<file path="src/rtl/spath_pkg.sv">
package spath_pkg;

  localparam logic [1:0] EVT_DOWN   = 2'b01;
  localparam logic [1:0] EVT_NOPORT = 2'b10;
  localparam logic [1:0] EVT_UNTERM = 2'b11;

  typedef struct packed {
    logic       fwdEn;
    logic       evtEn;
    logic [1:0] evtCode;
  } ctrlStrobe_t;

endpackage

</file>
<file path="src/rtl/spath_ctrl.sv">
module spath_ctrl
  import spath_pkg::*;
(
  input  logic        inValid,
  input  logic        cntZero,
  input  logic        turnBad,
  input  logic        egressUp,
  input  logic        lastHop,
  input  logic        egressEnd,
  output ctrlStrobe_t strobe
);

  // Priority of failures: unterminated on arrival, bad port, down port, bad last hop
  always_comb begin
    strobe = '0;
    if (inValid) begin
      if (cntZero) begin
        strobe.evtEn   = 1'b1;
        strobe.evtCode = EVT_UNTERM;
      end else if (turnBad) begin
        strobe.evtEn   = 1'b1;
        strobe.evtCode = EVT_NOPORT;
      end else if (!egressUp) begin
        strobe.evtEn   = 1'b1;
        strobe.evtCode = EVT_DOWN;
      end else if (lastHop && !egressEnd) begin
        strobe.evtEn   = 1'b1;
        strobe.evtCode = EVT_UNTERM;
      end else begin
        strobe.fwdEn = 1'b1;
      end
    end
  end

endmodule

</file>
<file path="src/rtl/spath_dp.sv">
module spath_dp
  import spath_pkg::*;
#(
  parameter int NUM_PORTS = 6,
  parameter int TURN_W    = 3,
  parameter int NUM_TURNS = 7,
  parameter int CNT_W     = 3,
  parameter int PORT_W    = 3,
  parameter int PATH_W    = CNT_W + NUM_TURNS * TURN_W
) (
  input  logic              clk,
  input  logic              rst_n,
  input  logic [PATH_W-1:0] inPath,
  input  logic [PORT_W-1:0] inPort,
  input  logic [NUM_PORTS-1:0] portUp,
  input  logic [NUM_PORTS-1:0] edgeMask,
  input  ctrlStrobe_t       strobe,
  output logic              cntZero,
  output logic              turnBad,
  output logic              egressUp,
  output logic              lastHop,
  output logic              egressEnd,
  output logic              outValid,
  output logic [PORT_W-1:0] outPort,
  output logic [PATH_W-1:0] outPath,
  output logic              evtValid,
  output logic [1:0]        evtCode,
  output logic [PORT_W-1:0] evtPort
);

  localparam int TBL_N  = 2 ** CNT_W;
  localparam int LOW_W  = NUM_TURNS * TURN_W;
  localparam int SUM_W  = ((PORT_W > TURN_W) ? PORT_W : TURN_W) + 1;

  logic [CNT_W-1:0]  curCount;
  logic [TURN_W-1:0] curTurn;
  logic [TURN_W-1:0] turnTbl [TBL_N];
  logic [SUM_W-1:0]  portSum;
  logic [SUM_W-1:0]  portWrap;
  logic [PORT_W-1:0] egress;
  logic              egressOk;
  logic [PATH_W-1:0] nextPath;

  assign curCount = inPath[PATH_W-1 -: CNT_W];

  // Turn lookup: index 0 and indices beyond the turn list read as turn 0 (nonexistent)
  generate
    for (genvar i = 0; i < TBL_N; i++) begin : g_turn
      if (i >= 1 && i <= NUM_TURNS) begin : g_live
        assign turnTbl[i] = inPath[i*TURN_W-1 -: TURN_W];
      end else begin : g_none
        assign turnTbl[i] = '0;
      end
    end
  endgenerate

  assign curTurn  = turnTbl[curCount];
  assign portSum  = SUM_W'(inPort) + SUM_W'(curTurn);
  assign portWrap = (portSum >= SUM_W'(NUM_PORTS)) ? (portSum - SUM_W'(NUM_PORTS)) : portSum;
  assign egress   = portWrap[PORT_W-1:0];
  assign egressOk = (portWrap < SUM_W'(NUM_PORTS));

  assign cntZero   = (curCount == '0);
  assign lastHop   = (curCount == CNT_W'(1));
  assign turnBad   = (curTurn == '0) || (SUM_W'(curTurn) >= SUM_W'(NUM_PORTS)) ||
                     (SUM_W'(inPort) >= SUM_W'(NUM_PORTS));
  assign egressUp  = egressOk && portUp[egress];
  assign egressEnd = egressOk && edgeMask[egress];
  assign nextPath  = {curCount - CNT_W'(1), inPath[LOW_W-1:0]};

  always_ff @(posedge clk) begin
    if (!rst_n) begin
      outValid <= 1'b0;
      outPort  <= '0;
      outPath  <= '0;
      evtValid <= 1'b0;
      evtCode  <= '0;
      evtPort  <= '0;
    end else begin
      outValid <= strobe.fwdEn;
      evtValid <= strobe.evtEn;
      if (strobe.fwdEn) begin
        outPort <= egress;
        outPath <= nextPath;
      end
      if (strobe.evtEn) begin
        evtCode <= strobe.evtCode;
        evtPort <= inPort;
      end
    end
  end

  // forwarded egress always names a real port
  p_port_range_r2: assert property (@(posedge clk) disable iff (!rst_n)
    outValid |-> (SUM_W'(outPort) < SUM_W'(NUM_PORTS)));

  // the count field drops by one across the hop
  p_count_dec_r2: assert property (@(posedge clk) disable iff (!rst_n)
    outValid |-> (outPath[PATH_W-1 -: CNT_W] == $past(inPath[PATH_W-1 -: CNT_W]) - CNT_W'(1)));

  // the turn fields travel unchanged
  p_turns_kept_r1: assert property (@(posedge clk) disable iff (!rst_n)
    outValid |-> (outPath[LOW_W-1:0] == $past(inPath[LOW_W-1:0])));

endmodule

</file>
<file path="src/rtl/spath_router.sv">
module spath_router
  import spath_pkg::*;
#(
  parameter int NUM_PORTS = 6,
  parameter int TURN_W    = 3,
  parameter int NUM_TURNS = 7,
  parameter int CNT_W     = 3,
  localparam int PORT_W   = $clog2(NUM_PORTS),
  localparam int PATH_W   = CNT_W + NUM_TURNS * TURN_W
) (
  input  logic                 clk,
  input  logic                 rst_n,
  input  logic                 inValid,
  input  logic [PATH_W-1:0]    inPath,
  input  logic [PORT_W-1:0]    inPort,
  input  logic [NUM_PORTS-1:0] portUp,
  input  logic [NUM_PORTS-1:0] edgeMask,
  output logic                 outValid,
  output logic [PORT_W-1:0]    outPort,
  output logic [PATH_W-1:0]    outPath,
  output logic                 evtValid,
  output logic [1:0]           evtCode,
  output logic [PORT_W-1:0]    evtPort
);

  ctrlStrobe_t strobe;
  logic cntZero, turnBad, egressUp, lastHop, egressEnd;

  spath_dp #(
    .NUM_PORTS(NUM_PORTS), .TURN_W(TURN_W), .NUM_TURNS(NUM_TURNS),
    .CNT_W(CNT_W), .PORT_W(PORT_W), .PATH_W(PATH_W)
  ) u_dp (
    .clk(clk), .rst_n(rst_n), .inPath(inPath), .inPort(inPort),
    .portUp(portUp), .edgeMask(edgeMask), .strobe(strobe),
    .cntZero(cntZero), .turnBad(turnBad), .egressUp(egressUp),
    .lastHop(lastHop), .egressEnd(egressEnd),
    .outValid(outValid), .outPort(outPort), .outPath(outPath),
    .evtValid(evtValid), .evtCode(evtCode), .evtPort(evtPort)
  );

  spath_ctrl u_ctrl (
    .inValid(inValid), .cntZero(cntZero), .turnBad(turnBad),
    .egressUp(egressUp), .lastHop(lastHop), .egressEnd(egressEnd),
    .strobe(strobe)
  );

  // never both result kinds at once
  p_one_kind_r9: assert property (@(posedge clk) disable iff (!rst_n)
    !(outValid && evtValid));

  // each request gets a result next cycle
  p_answer_r9: assert property (@(posedge clk) disable iff (!rst_n)
    inValid |=> (outValid || evtValid));

  // no result without a request
  p_no_spurious_r9: assert property (@(posedge clk) disable iff (!rst_n)
    !inValid |=> !(outValid || evtValid));

  // zero count on arrival reports unterminated
  p_zero_count_r3: assert property (@(posedge clk) disable iff (!rst_n)
    (inValid && inPath[PATH_W-1 -: CNT_W] == '0) |=> (evtValid && evtCode == EVT_UNTERM));

  // events return through the ingress port
  p_evt_port_r8: assert property (@(posedge clk) disable iff (!rst_n)
    evtValid |-> (evtPort == $past(inPort)));

  // a forward never leaves through the ingress port
  p_no_self_r2: assert property (@(posedge clk) disable iff (!rst_n)
    outValid |-> (outPort != $past(inPort)));

endmodule

</file>
<file path="config.mk">
export PLATFORM = sky130hd
export DESIGN_NAME = spath_router
export DESIGN_NICKNAME = d
export VERILOG_FILES = /design/src/rtl/spath_pkg.sv /design/src/rtl/spath_ctrl.sv /design/src/rtl/spath_dp.sv /design/src/rtl/spath_router.sv
export SDC_FILE = /design/constraint.sdc
export NUM_CORES = 1
export LEC_CHECK = 0
export BUFFER_PORTS_ARGS = -buffer_cell sky130_fd_sc_hd__buf_2
export CAP_MARGIN = 5
export CORE_MARGIN = 2
export CORE_UTILIZATION = 53
export DETAILED_ROUTE_END_ITERATION = 8
export PLACE_DENSITY_LB_ADDON = 0.2
export SYNTH_ARGS = -nofsm -noshare
export SYNTH_HDL_FRONTEND = slang
export SYNTH_SLANG_ARGS = --single-unit
</file>
<file path="constraint.sdc">
create_clock -name clk -period 6.4 [get_ports clk]
set_clock_uncertainty 0.15 [all_clocks]
set_input_delay 0.64 -clock clk [delete_from_list [all_inputs] [get_ports clk]]
set_output_delay 0.64 -clock clk [all_outputs]
set_load 0.01 [all_outputs]
</file>
# Yosys cells after proc, flatten, opt, wreduce, memory -nomap -nowiden
# Cells that the tools add are included.
dict set report word_totals {
  reg_bits 34
  latch_bits 0
  mem_bits_rw 0
  romBits 0
  out_inout_bits 34
  wordCells 42
  memories 0
}
dict set report op_classes {
  add_sub_neg 3
  n_mul 0
  div 0
  n_lt_le_gt_ge 6
  n_eq_ne 1
  shifts 0
  n_mux 17
  bitwise 1
  reduce_logical 8
}
# cell n
set op_table {}
lappend op_table {{$mux 3} 6}
lappend op_table {{$bmux 3 s3} 1}
lappend op_table {{$mux 4} 2}
lappend op_table {{$bmux 1 s3} 2}
lappend op_table {{$ge 3x3->1 const B} 2}
lappend op_table {{$logic_not 3->1} 2}
lappend op_table {{$mux 1} 6}
lappend op_table {{$add 3x3->4} 1}
lappend op_table {{$ge 4x3->1 const B} 1}
lappend op_table {{$ge 4x4->1 const B} 1}
lappend op_table {{$lt 3x4->1 const B} 1}
lappend op_table {{$lt 4x3->1 const B} 1}
lappend op_table {{$not 3->4} 1}
lappend op_table {{$sub 4x3->4 const B} 1}
lappend op_table {{$eq 3x1->1 const B} 1}
lappend op_table {{$logic_and 1x1->1} 3}
lappend op_table {{$sub 3x1->3 const B} 1}
lappend op_table {{$logic_or 1x1->1} 2}
lappend op_table {{$logic_not 1->1} 1}

# Logic depth before layout (Yosys ltp)
# Gate-level depths: netlist of the first run.
dict set report depth {
  depth_word 17
  ltp_mapped 15
  depth_no_buf 11
}

# Cells and area by module
# From an unflattened synthesis of the first run, not the netlist that was laid out.
dict set report unflattened {
  cells_unflattened 183
  area_unflattened_um2 1879.3
}
# module n_inst cells_each area_each_um2 seq_area_each_um2
set modules_own_cells {}
lappend modules_own_cells {spath_dp 1 173 1811.7 680.7}
lappend modules_own_cells {spath_ctrl 1 10 67.6 0.0}

# Worst setup path before layout of the first run
# No wires, ideal clock.
dict set report synth_timing {
  path_kind {input port to flip-flop}
  start {in inPath[21]}
  end {reg u_dp.outValid}
  t_arrival_ns 3.743
  path_slack_ns 2.392
  path_stages 14
  cell_sequence {buf_2 > mux4_2 > nand2b_1 > and2_1 > ha_1 > clkbuf_1 > mux2_1 > a2111oi_0 > o21ai_1 > a31o_1 > and3_4 > buf_6 > buf_12 > and2_1}
}
dict set report synth_between {
  elab_chain_len 17
}
# item line_no
set synth_rtl {}
lappend synth_rtl {{start: declaration} spath_router.sv:14} ;# input logic [PATH_W-1:0] inPath,
lappend synth_rtl {{$not 3->4 (not written as such) *} spath_dp.sv:57} ;# assign curTurn = turnTbl[curCount];
lappend synth_rtl {{$bmux 3 s3 *} spath_dp.sv:57}
lappend synth_rtl {{$mux 3 (not written as such) * (2 in a row)} spath_dp.sv:57}
lappend synth_rtl {{$add 3x3->4 *} spath_dp.sv:58} ;# assign portSum = SUM_W'(inPort) + SUM_W'(curTurn);
lappend synth_rtl {{net u_dp.portSum[0]} spath_dp.sv:38} ;# logic [SUM_W-1:0] portSum;
lappend synth_rtl {{$sub 4x3->4 / $ge 4x3->1 (equally long branches)} spath_dp.sv:59} ;# assign portWrap = (portSum >= SUM_W'(NUM_PORTS)) ? (portSum - SUM_W'(NUM_PORTS)) : portSum;
lappend synth_rtl {{$mux 4 *} spath_dp.sv:59}
lappend synth_rtl {{$bmux 1 s3} spath_dp.sv:68} ;# assign egressEnd = egressOk && edgeMask[egress];
lappend synth_rtl {{$mux 1 (not written as such)} spath_dp.sv:68}
lappend synth_rtl {{$logic_and 1x1->1} spath_dp.sv:68}
lappend synth_rtl {{$logic_not 1->1} spath_ctrl.sv:26} ;# end else if (lastHop && !egressEnd) begin
lappend synth_rtl {{$logic_and 1x1->1} spath_ctrl.sv:26}
lappend synth_rtl {{$mux 1} spath_ctrl.sv:26}
lappend synth_rtl {{$mux 1 *} spath_ctrl.sv:23} ;# end else if (!egressUp) begin
lappend synth_rtl {{$mux 1 *} spath_ctrl.sv:20} ;# end else if (turnBad) begin
lappend synth_rtl {{$mux 1 *} spath_ctrl.sv:17} ;# if (cntZero) begin
lappend synth_rtl {{$mux 4 *} spath_ctrl.sv:16} ;# if (inValid) begin
lappend synth_rtl {{end signal: assignment} spath_dp.sv:80} ;# outValid <= strobe.fwdEn;
lappend synth_rtl {{end: declaration} spath_dp.sv:23} ;# output logic outValid,
# The timed path passes the listed nets; every way through them passes the cells marked *. The select of a mux whose other input is x is not followed.
# A chain may end at the register's enable or synchronous reset.

# Final worst setup path of the first run
dict set report layout_timing {
  start {in inPath[23]}
  end {reg u_dp.outPath[7]}
}
dict set report layout_between {
  elab_chain_len 17
}
# item line_no
set layout_rtl {}
lappend layout_rtl {{$not 3->4 (not written as such)} spath_dp.sv:57}
lappend layout_rtl {{$bmux 3 s3} spath_dp.sv:57}
lappend layout_rtl {{$mux 3 (not written as such) (2 in a row)} spath_dp.sv:57}
lappend layout_rtl {{$add 3x3->4} spath_dp.sv:58}
lappend layout_rtl {{$sub 4x3->4 / $ge 4x3->1 (equally long branches)} spath_dp.sv:59}
lappend layout_rtl {{$mux 4} spath_dp.sv:59}
lappend layout_rtl {{$bmux 1 s3} spath_dp.sv:68}
lappend layout_rtl {{$mux 1 (not written as such)} spath_dp.sv:68}
lappend layout_rtl {{$logic_and 1x1->1} spath_dp.sv:68}
lappend layout_rtl {{$logic_not 1->1} spath_ctrl.sv:26}
lappend layout_rtl {{$logic_and 1x1->1} spath_ctrl.sv:26}
lappend layout_rtl {{$mux 1} spath_ctrl.sv:26}
lappend layout_rtl {{$mux 1} spath_ctrl.sv:23}
lappend layout_rtl {{$mux 1} spath_ctrl.sv:20}
lappend layout_rtl {{$mux 1 *} spath_ctrl.sv:17}
lappend layout_rtl {{$mux 4 *} spath_ctrl.sv:16}
lappend layout_rtl {{end signal: assignment} spath_dp.sv:84} ;# outPath <= nextPath;
lappend layout_rtl {{end: declaration} spath_dp.sv:25} ;# output logic [PATH_W-1:0] outPath,
# Mark *: on every way between the ends. The rest lies on a longest branch, timed or not. The select of a mux whose other input is x is not followed.

==> results of run 1 <==
power groups by stage:
stage | registers [µW] | logic [µW] | clock network [µW]
3_3_place_gp | 245 | 185 | 0
6_report | 241 | 189 | 241
2_1_floorplan | 255 | 130 | 0
3_5_place_dp | 245 | 188 | 0
5_1_grt | 243 | 211 | 254
4_1_cts | 241 | 189 | 245
tightest hold or removal path, cell delays in order (launching register included):
cell and delay (ns):
dfxtp_1 0.31, nand2_1 0.05, mux2i_1 0.05
state kept, by name, indices dropped and copies added (netlist names):
| signal | flops |
|---|---|
| u_dp.outPort | 3 |
| u_dp.evtPort | 3 |
| u_dp.outPath | 24 |
| u_dp.outValid | 1 |
| u_dp.evtValid | 1 |
| u_dp.evtCode | 2 |
worst max-delay path by stage:
stage / startpoint / endpoint / slack, ns / cells past startpoint
after CTS: inPath[23] / u_dp.outPath[7] / 2.31 / 12
after global placement: inPath[23] / u_dp.outPath[20] / 2.07 / 12
after floorplan: inPath[21] / u_dp.outValid / 2.39 / 14
after detailed placement: inPath[23] / u_dp.outPath[7] / 2.02 / 12
final: inPath[23] / u_dp.outPath[7] / 2.31 / 12
after global routing: inPath[23] / u_dp.outPath[19] / 2.06 / 12
cell usage in the layout, fill, tap and decap left out, drive strengths merged, types with 2 or more instances in the layout:
master	count
or4	3
a22oi	2
and3	4
inv	5
nor2	4
o21ai	6
a21oi	5
xnor2	2
mux2i	35
a221o	3
and2	5
mux2	6
dfxtp	34
o211a	3
buf	75
nor2b	2
bufinv	2
nand3	6
nand2b	3
nand4	3
clkbuf	5
nand2	56
ha	6
a31oi	2
a211oi	2
a32oi	4
layer usage:
metal / routed length, µm / GRT usage [%] / vias to the layer above
li1: - / - / 968
met1: 2270 / 33.7 / 835
met2: 2190 / 35.6 / 69
met3: 311 / 5.91 / 10
met4: 74 / 8.67 / 0
met5: 0 / 0 / -
stage by stage:
| stage | area [µm²] | worst slack (ns) | total power (µW) | hold WS (ns) |
|---|---|---|---|---|
| after global routing | 2530 | 2.06 | 708 | 0.323 |
| after floorplan | 2070 | 2.39 | 385 | 0.317 |
| after detailed placement | 2400 | 2.02 | 433 | 0.295 |
| after global placement | 2400 | 2.07 | 431 | 0.288 |
| after CTS | 2530 | 2.31 | 675 | 0.309 |
| final | 2530 | 2.31 | 672 | 0.306 |
logic make-up (layout without fill, tap and decap cells):
kind of cell	Yosys count	in the layout	share of synthesized area [%]
flops	34	34	32.9
simple gates	86	86	18.8
mux	42	42	21.7
fa+ha+maj	7	7	4.60
buf+inv	20	88	6.05
compound gates	39	39	14.7
xor+xnor	3	3	1.27
cell type report:
| cell class | instances | area (µm²) | share of cell area (%) |
|---|---|---|---|
| tap | 48 | 60.1 | 2.37 |
| clock buffer | 5 | 68.8 | 2.71 |
| multi-input combinational | 177 | 1260 | 49.8 |
| clock inverter | 3 | 68.8 | 2.71 |
| inverter | 5 | 18.8 | 0.740 |
| sequential | 34 | 681 | 26.9 |
| timing repair buffer | 75 | 375 | 14.8 |
==> flow_summary.toml, run 1 <==
[drt]
firstDrtPassIters = 4
viasPerCell = 5.42
ant_nets = 0
num_vias = 1882
drc = 0
route.detailed.wl_per_inst_um = 14.0
drt_iter0_markers = 236
postRouteWirelength_um = 4850

[clock_tree]
clockBufferDepth = 2
cts_buffers = 5
clkTransAtPathRegs_ns = 0.07
ctsResizeCount = 0
h-tree-depth = 2
cts_setup_buffers = 0
cts_sinks = 34
tritoncts = "done"
clk_latency_ns = 0.29
hold_buffers = 0
clockRootBuffer = "clkbuf_8"

[critical_path]
path_cells = "buf_2 > mux2_4 > a221o_1 > and2_1 > ha_1 > fa_1 > xnor2_1 > mux2i_1 > mux2_2 > a32o_1 > and3_4 > mux2i_1"
crit_fanout = 28
reg2reg_depth = 3
arrival_ns = 4.16
rrSetupSlack_ns = 5.30
reg2reg_to = "u_dp.evtPort[2]"
slowest_delay_ns = 0.54
cp_top_family = "multiplexers"
rr_startpoint = "u_dp.evtPort[2]"
path_class = "in2reg"
crit_top_cell = "mux2i_1"
endpoint_kind = "flop"
crit_slowest_cell = "and3_4"
cp-start-kind = "input port"
path_buf_inv = 1
worstPathRequired_ns = 6.46

[synthesis]
syn_inst = 231
synth_nets = 280
synth_edf_count = 0
yosysSeqAreaShare_pct = 32.9
synth_warnings = 0
synthTopCellsByCount = "nand2_1 (56), mux2i_1 (35), dfxtp_1 (34)"
yosysMostFrequentCell = "nand2_1"
synthFlopType = "dfxtp_1"
synth_top_cell_by_area = "dfxtp_1"
netlist_top_cells_area = "dfxtp_1 (33%), mux2i_1 (17%), nand2_1 (10%)"
syn_area_um2 = 2070
syn_avg_cell_area_um2 = 8.95
synthArstFlopShare_pct = 0
synth.top_cell.area_share_pct = 32.9
ys_types = 47
yosys_register_bits = 34

[power]
p_seq_share_pct = 35.9
p_clk_share_pct = 35.9
p_int_uw = 469
p_sw_share_pct = 30.1
ir_drop_uv = 210
pwr-share-comb_pct = 28.2
power_per_cell_area_nw_per_um2 = 265
p_sw_uw = 202
p_leak_uw = 0.00121

[floorplanning]
ios = 76
core_area_um2 = 3720
die_h_um = 66.5
die_width_um = 66.5
die_area_um2 = 4420
start_util_pct = 55.7
num_rows = 22

[sta]
worstMarginPinSlew_ns = 0.980
maxSlewViolCount = 0
tns_ns = 0
max_freq_ghz = 0.244
period_minus_slack_ns = 4.09
min_period_over_period_pct = 63.9
setup_viol = 0
rsz0062_at_grt = "no"
finalHoldViolCount = 0
slew_headroom_pct = 34.6

[placed_design]
io_buffers = 75
dp_hpwl_um = 3580
routabilityCongestion = 0.871
place_inst = 339

[worst_hold_path]
holdPathStages = 2
holdCritPathClass = "reg2reg"
hold_end = "u_dp.outPath[1]"
hp-start = "u_dp.outPath[1]"

[final_layout]
final_util_pct = 68.2
instances_no_fill = 347
fin_nets = 347
drive_gt1_share_pct = 30.1
antenna_cells = 0
area.growth.synth_to_final_pct = 22.6
fillers = 319

[global_routing]
grt_start_max_net_pins = 65
antenna_found_initial = 0
grt_use_total_pct = 24.0
grt_pass1_vias = 1735
grt_pass1_wl_um = 8130
overflow = 0

[run]
cap_violations = 0

[run_status]
status = "finished clean"
Power figures use the tool's default switching activity.
==> run 2, diff against run 1 <==
--- a/config.mk
+++ b/config.mk
@@ -8,7 +8,7 @@
 export BUFFER_PORTS_ARGS = -buffer_cell sky130_fd_sc_hd__buf_2
 export CAP_MARGIN = 5
 export CORE_MARGIN = 2
-export CORE_UTILIZATION = 53
+export CORE_UTILIZATION = 45
 export DETAILED_ROUTE_END_ITERATION = 8
 export PLACE_DENSITY_LB_ADDON = 0.2
 export SYNTH_ARGS = -nofsm -noshare
==> constraint.sdc (replaced) <==
create_clock -name clk -period 3.48 [get_ports clk]
set_clock_uncertainty 0.15 [all_clocks]
set_input_delay 0.348 -clock clk [delete_from_list [all_inputs] [get_ports clk]]
set_output_delay 0.348 -clock clk [all_outputs]
set_load 0.01 [all_outputs]
==> run 2 against run 1 <==
Against the previous run:
- first-iteration DRC count fell by 60%
- final cell count rose by 6.6%
- via count rose by 4.5%
- highest routed layer unchanged
- critical path depth did not move
- clock-buffer cell count rose by 2
==> flow_summary.toml, run 2 (same netlist as run 1, synthesis figures left out) <==
[sta]
setup_viol = 0
max_freq_ghz = 0.303
min_period_over_period_pct = 94.8
worstMarginPinSlew_ns = 0.988
finalHoldViolCount = 0
slew_headroom_pct = 34.1
rsz0062_at_grt = "no"
period_minus_slack_ns = 3.30
worst_slack_ns = 0.181
maxSlewViolCount = 0

[placed_design]
preCtsSetupSlack_ns = -0.252
place_inst = 361
dp_hpwl_um = 3920
io_buffers = 75
routabilityCongestion = 0.825
place_area_um2 = 2600

[clock_tree]
cts_buffers = 5
hold_buffers = 0
clkTransAtPathRegs_ns = 0.07
cts_sinks = 34
h-tree-depth = 2
cts_setup_buffers = 0
clockBufferDepth = 2
clk_latency_ns = 0.28
tritoncts = "done"
clockRootBuffer = "clkbuf_8"
ctsResizeCount = 0

[drt]
postRouteWirelength_um = 5170
drt_iter0_markers = 95
firstDrtPassIters = 4
route.detailed.wl_per_inst_um = 14.0
viasPerCell = 5.31
drc = 0
num_vias = 1966
ant_nets = 0

[final_layout]
largest_register_ffs = 24
area.growth.synth_to_final_pct = 30.7
top_register = "u_dp.outPath"
final_common_cell = "buf_2"
fillers = 383
antenna_cells = 0
reg_top3 = "u_dp.outPath (24), u_dp.evtPort (3), u_dp.outPort (3)"
drive_gt1_share_pct = 36.5
final_util_pct = 61.6
regArea_um2 = 681
multi_input_area_um2 = 1340
fin_nets = 366
design_area_um2 = 2700
layout_common_cells = "buf_2 (75), nand2_1 (56), mux2i_1 (35)"
instances_no_fill = 370

[global_routing]
antenna_found_initial = 0
grt_start_max_net_pins = 65
grt_pass1_wl_um = 8440
grt_use_total_pct = 20.9
overflow = 0
grt_pass1_vias = 1832

[power]
p_leak_uw = 0.00131
total_power_uw = 1170
ir_drop_uv = 244
power_per_cell_area_nw_per_um2 = 433

[floorplanning]
core_area_um2 = 4380
num_rows = 24
start_util_pct = 47.2
die_area_um2 = 5150
ios = 76
die_h_um = 71.8
die_width_um = 71.8

[critical_path]
cp-start-kind = "input port"
worstPathRequired_ns = 3.54
arrival_ns = 3.36
path_class = "in2reg"
endpoint_kind = "flop"
crit_fanout = 14

[run]
cap_violations = 0

[worst_hold_path]
holdCritPathClass = "in2reg"

[run_status]
status = "finished clean"
-- run 2: changes by cell type in the layout (fill, tap and decap cells not counted), sizes merged --
| cell | change |
|---|---|
| buf | +18 |
| bufinv | -2 |
| and3 | +1 |
| clkbuf | +2 |
-- run 2: final cells by class --
type,count,share of cell area [%]
Multi-Input combinational cell,178,49.4
Tap cell,52,2.41
Timing Repair Buffer,93,18.9
Sequential cell,34,25.2
Clock inverter,1,0.185
Clock buffer,7,3.19
Inverter,5,0.694
-- run 2: metrics by stage --
| step | hold slack (ns) | setup TNS (ns) |
|---|---|---|
| finish | 0.162 | 0 |
| global route | 0.173 | 0 |
| CTS | 0.160 | 0 |
| detailed placement | 0.297 | -5.88 |
| global placement | 0.292 | -3.16 |
| floorplan | 0.317 | -0.853 |
-- run 2: where the power goes --
part | switching, µW | leakage [µW] | internal, µW
combinational | 220 | 0.000986 | 206
clock | 141 | 0.0000482 | 160
sequential | 18.4 | 0.000277 | 425
-- run 2: metal layers --
layer	wire length, µm	up-vias	global-route usage [%]
li1	-	1003	-
met1	2330	896	26.6
met2	2430	60	33.3
met3	347	7	6.33
met4	70	0	7.55
met5	0	-	0
-- run 2: path summary, 6_finish.rpt --
| path | from | endpoint | slack (ns) | depth (start not counted) |
|---|---|---|---|---|
| max | inPath[23] | u_dp.outPath[17] | 0.18 | 12 |
| min | inPath[16] | u_dp.outPath[16] | 0.16 | 3 |
| max reg2reg | u_dp.evtPort[0] | u_dp.evtPort[0] | 2.37 | 3 |
| min reg2reg | u_dp.outPath[4] | u_dp.outPath[4] | 0.30 | 2 |
-- run 2: worst max-delay path: stages --
cell and delay, ns:
buf_2 0.16, mux2_4 0.31, a221o_1 0.34, and2_4 0.16, ha_4 0.16, fa_2 0.45
xor2_4 0.23, mux2i_1 0.23, mux2_4 0.18, a32o_2 0.16, and3_4 0.38, mux2i_1 0.25
==> run 3, diff against run 2 <==
--- a/config.mk
+++ b/config.mk
@@ -5,11 +5,12 @@
 export SDC_FILE = /design/constraint.sdc
 export NUM_CORES = 1
 export LEC_CHECK = 0
-export BUFFER_PORTS_ARGS = -buffer_cell sky130_fd_sc_hd__buf_2
 export CAP_MARGIN = 5
 export CORE_MARGIN = 2
-export CORE_UTILIZATION = 45
+export CORE_UTILIZATION = 55
 export DETAILED_ROUTE_END_ITERATION = 8
+export DONT_BUFFER_PORTS = 1
+export MAX_ROUTING_LAYER = met4
 export PLACE_DENSITY_LB_ADDON = 0.2
 export SYNTH_ARGS = -nofsm -noshare
 export SYNTH_HDL_FRONTEND = slang
==> run 3 against run 2 <==
Against the previous run:
- global-route usage up 3.4 points
- worst setup slack gained 0.050 ns
- largest power group unchanged
- critical path type unchanged
- register-to-register slack worse by 0.08 ns
- first-iteration DRC count is 13% lower
- via count is 13% lower
- total power down 3.0%
- sequential power is 5.4% higher
- non-clock buffer count is 86 lower
==> flow_summary.toml, run 3 (same netlist as run 1, synthesis figures left out) <==
[run]
cap_violations = 0

[clock_tree]
clk_latency_ns = 0.28
cts_sinks = 34
ctsResizeCount = 0
cts_buffers = 5
clockRootBuffer = "clkbuf_8"
cts_setup_buffers = 0
tritoncts = "done"
clockBufferDepth = 2
h-tree-depth = 2
hold_buffers = 0
clkTransAtPathRegs_ns = 0.06

[placed_design]
dp_hpwl_um = 3700
routabilityCongestion = 0.912
preCtsSetupSlack_ns = -0.0399
place_area_um2 = 2140
io_buffers = 0

[run_status]
status = "finished clean"

[critical_path]
endpoint_kind = "flop"
slowest_delay_ns = 0.55
crit_fanout = 28
arrival_ns = 3.30
path_cells = "mux2_4 > a221o_1 > and2_1 > ha_1 > xor2_4 > mux2i_1 > mux2_4 > a32o_2 > and3_4 > mux2i_1"
worstPathRequired_ns = 3.53
path_class = "in2reg"
crit_slowest_cell = "ha_1"
cp-start-kind = "input port"

[sta]
rsz0062_at_grt = "no"
period_minus_slack_ns = 3.25
finalHoldViolCount = 0
worstMarginPinSlew_ns = 0.579
worst_slack_ns = 0.231
maxSlewViolCount = 0
tns_ns = 0
setup_viol = 0
max_freq_ghz = 0.308
min_period_over_period_pct = 93.4
slew_headroom_pct = 61.4

[global_routing]
overflow = 0
grt_use_total_pct = 24.3
grt_pass1_wl_um = 7670
antenna_found_initial = 0
grt_start_max_net_pins = 65
grt_pass1_vias = 1668

[worst_hold_path]
holdCritPathClass = "in2reg"

[final_layout]
top_register = "u_dp.outPath"
final_common_cell = "nand2_1"
reg_top3 = "u_dp.outPath (24), u_dp.evtPort (3), u_dp.outPort (3)"
antenna_cells = 0
largest_register_ffs = 24
fin_nets = 279
design_area_um2 = 2250
area.growth.synth_to_final_pct = 8.77
drive_gt1_share_pct = 12.6
layout_common_cells = "nand2_1 (56), mux2i_1 (35), dfxtp_1 (34)"
fillers = 311
final_util_pct = 61.9

[power]
p_leak_uw = 0.000918
total_power_uw = 1140
power_per_cell_area_nw_per_um2 = 505
ir_drop_uv = 450

[floorplanning]
die_width_um = 65.3
die_h_um = 65.3
die_area_um2 = 4270
ios = 76
num_rows = 22
start_util_pct = 56.9
core_area_um2 = 3630

[drt]
route.detailed.wl_per_inst_um = 17.2
firstDrtPassIters = 4
drt_iter0_markers = 83
viasPerCell = 6.15
drc = 0
num_vias = 1710
postRouteWirelength_um = 4790
ant_nets = 0
==> run 3: critical path: cells and delay by family <==
family                   cells  cell delay, ns
XOR/XNOR                     1            0.27
adder cells (fa/ha/maj)      1            0.55
multiplexers                 4            0.92
AND/OR/NAND/NOR              2            0.67
AO/OA/AOI/OAI                2            0.52
==> run 3: worst paths after layout <==
path	cells after the start	to	slack [ns]	startpoint
worst max-delay path	10	u_dp.outPath[11]	0.23	inPath[23]
worst min-delay path	1	u_dp.evtValid	0.05	inValid
worst max register to register	3	u_dp.evtPort[1]	2.29	u_dp.evtPort[1]
worst min register to register	2	u_dp.outPath[8]	0.36	u_dp.outPath[8]
==> run 3: final cells by class <==
class                      count  area, µm²  share of cell area [%]
timing repair buffer           7       52.6                    2.34
tap                           48       60.1                    2.67
multi-input combinational    177       1330                    58.9
sequential                    34        681                    30.3
clock inverter                 1       30.0                    1.33
clock buffer                   6       82.6                    3.67
inverter                       5       18.8                   0.834
==> run 3: metal layers <==
layer  vias up  part of all wire, %  GRT usage (%)
met4         0                  1.2           10.2
met5         -                    0              -
li1        827                    -              -
met3         5                  9.8           8.56
met2        73                   49           40.4
met1       805                   40           26.3
==> run 3: stage by stage <==
stage,cells,hold WS [ns]
after floorplan,231,0.317
after global placement,271,0.333
after detailed placement,271,0.339
after CTS,278,0.0347
after global routing,278,0.0390
final,278,0.0466
==> run 3: where the power goes <==
| part | internal [µW] | total (µW) | switching [µW] | leakage, µW |
|---|---|---|---|---|
| registers | 426 | 468 | 42.4 | 0.000277 |
| clock network | 229 | 361 | 132 | 0.0000573 |
| logic | 149 | 306 | 157 | 0.000584 |
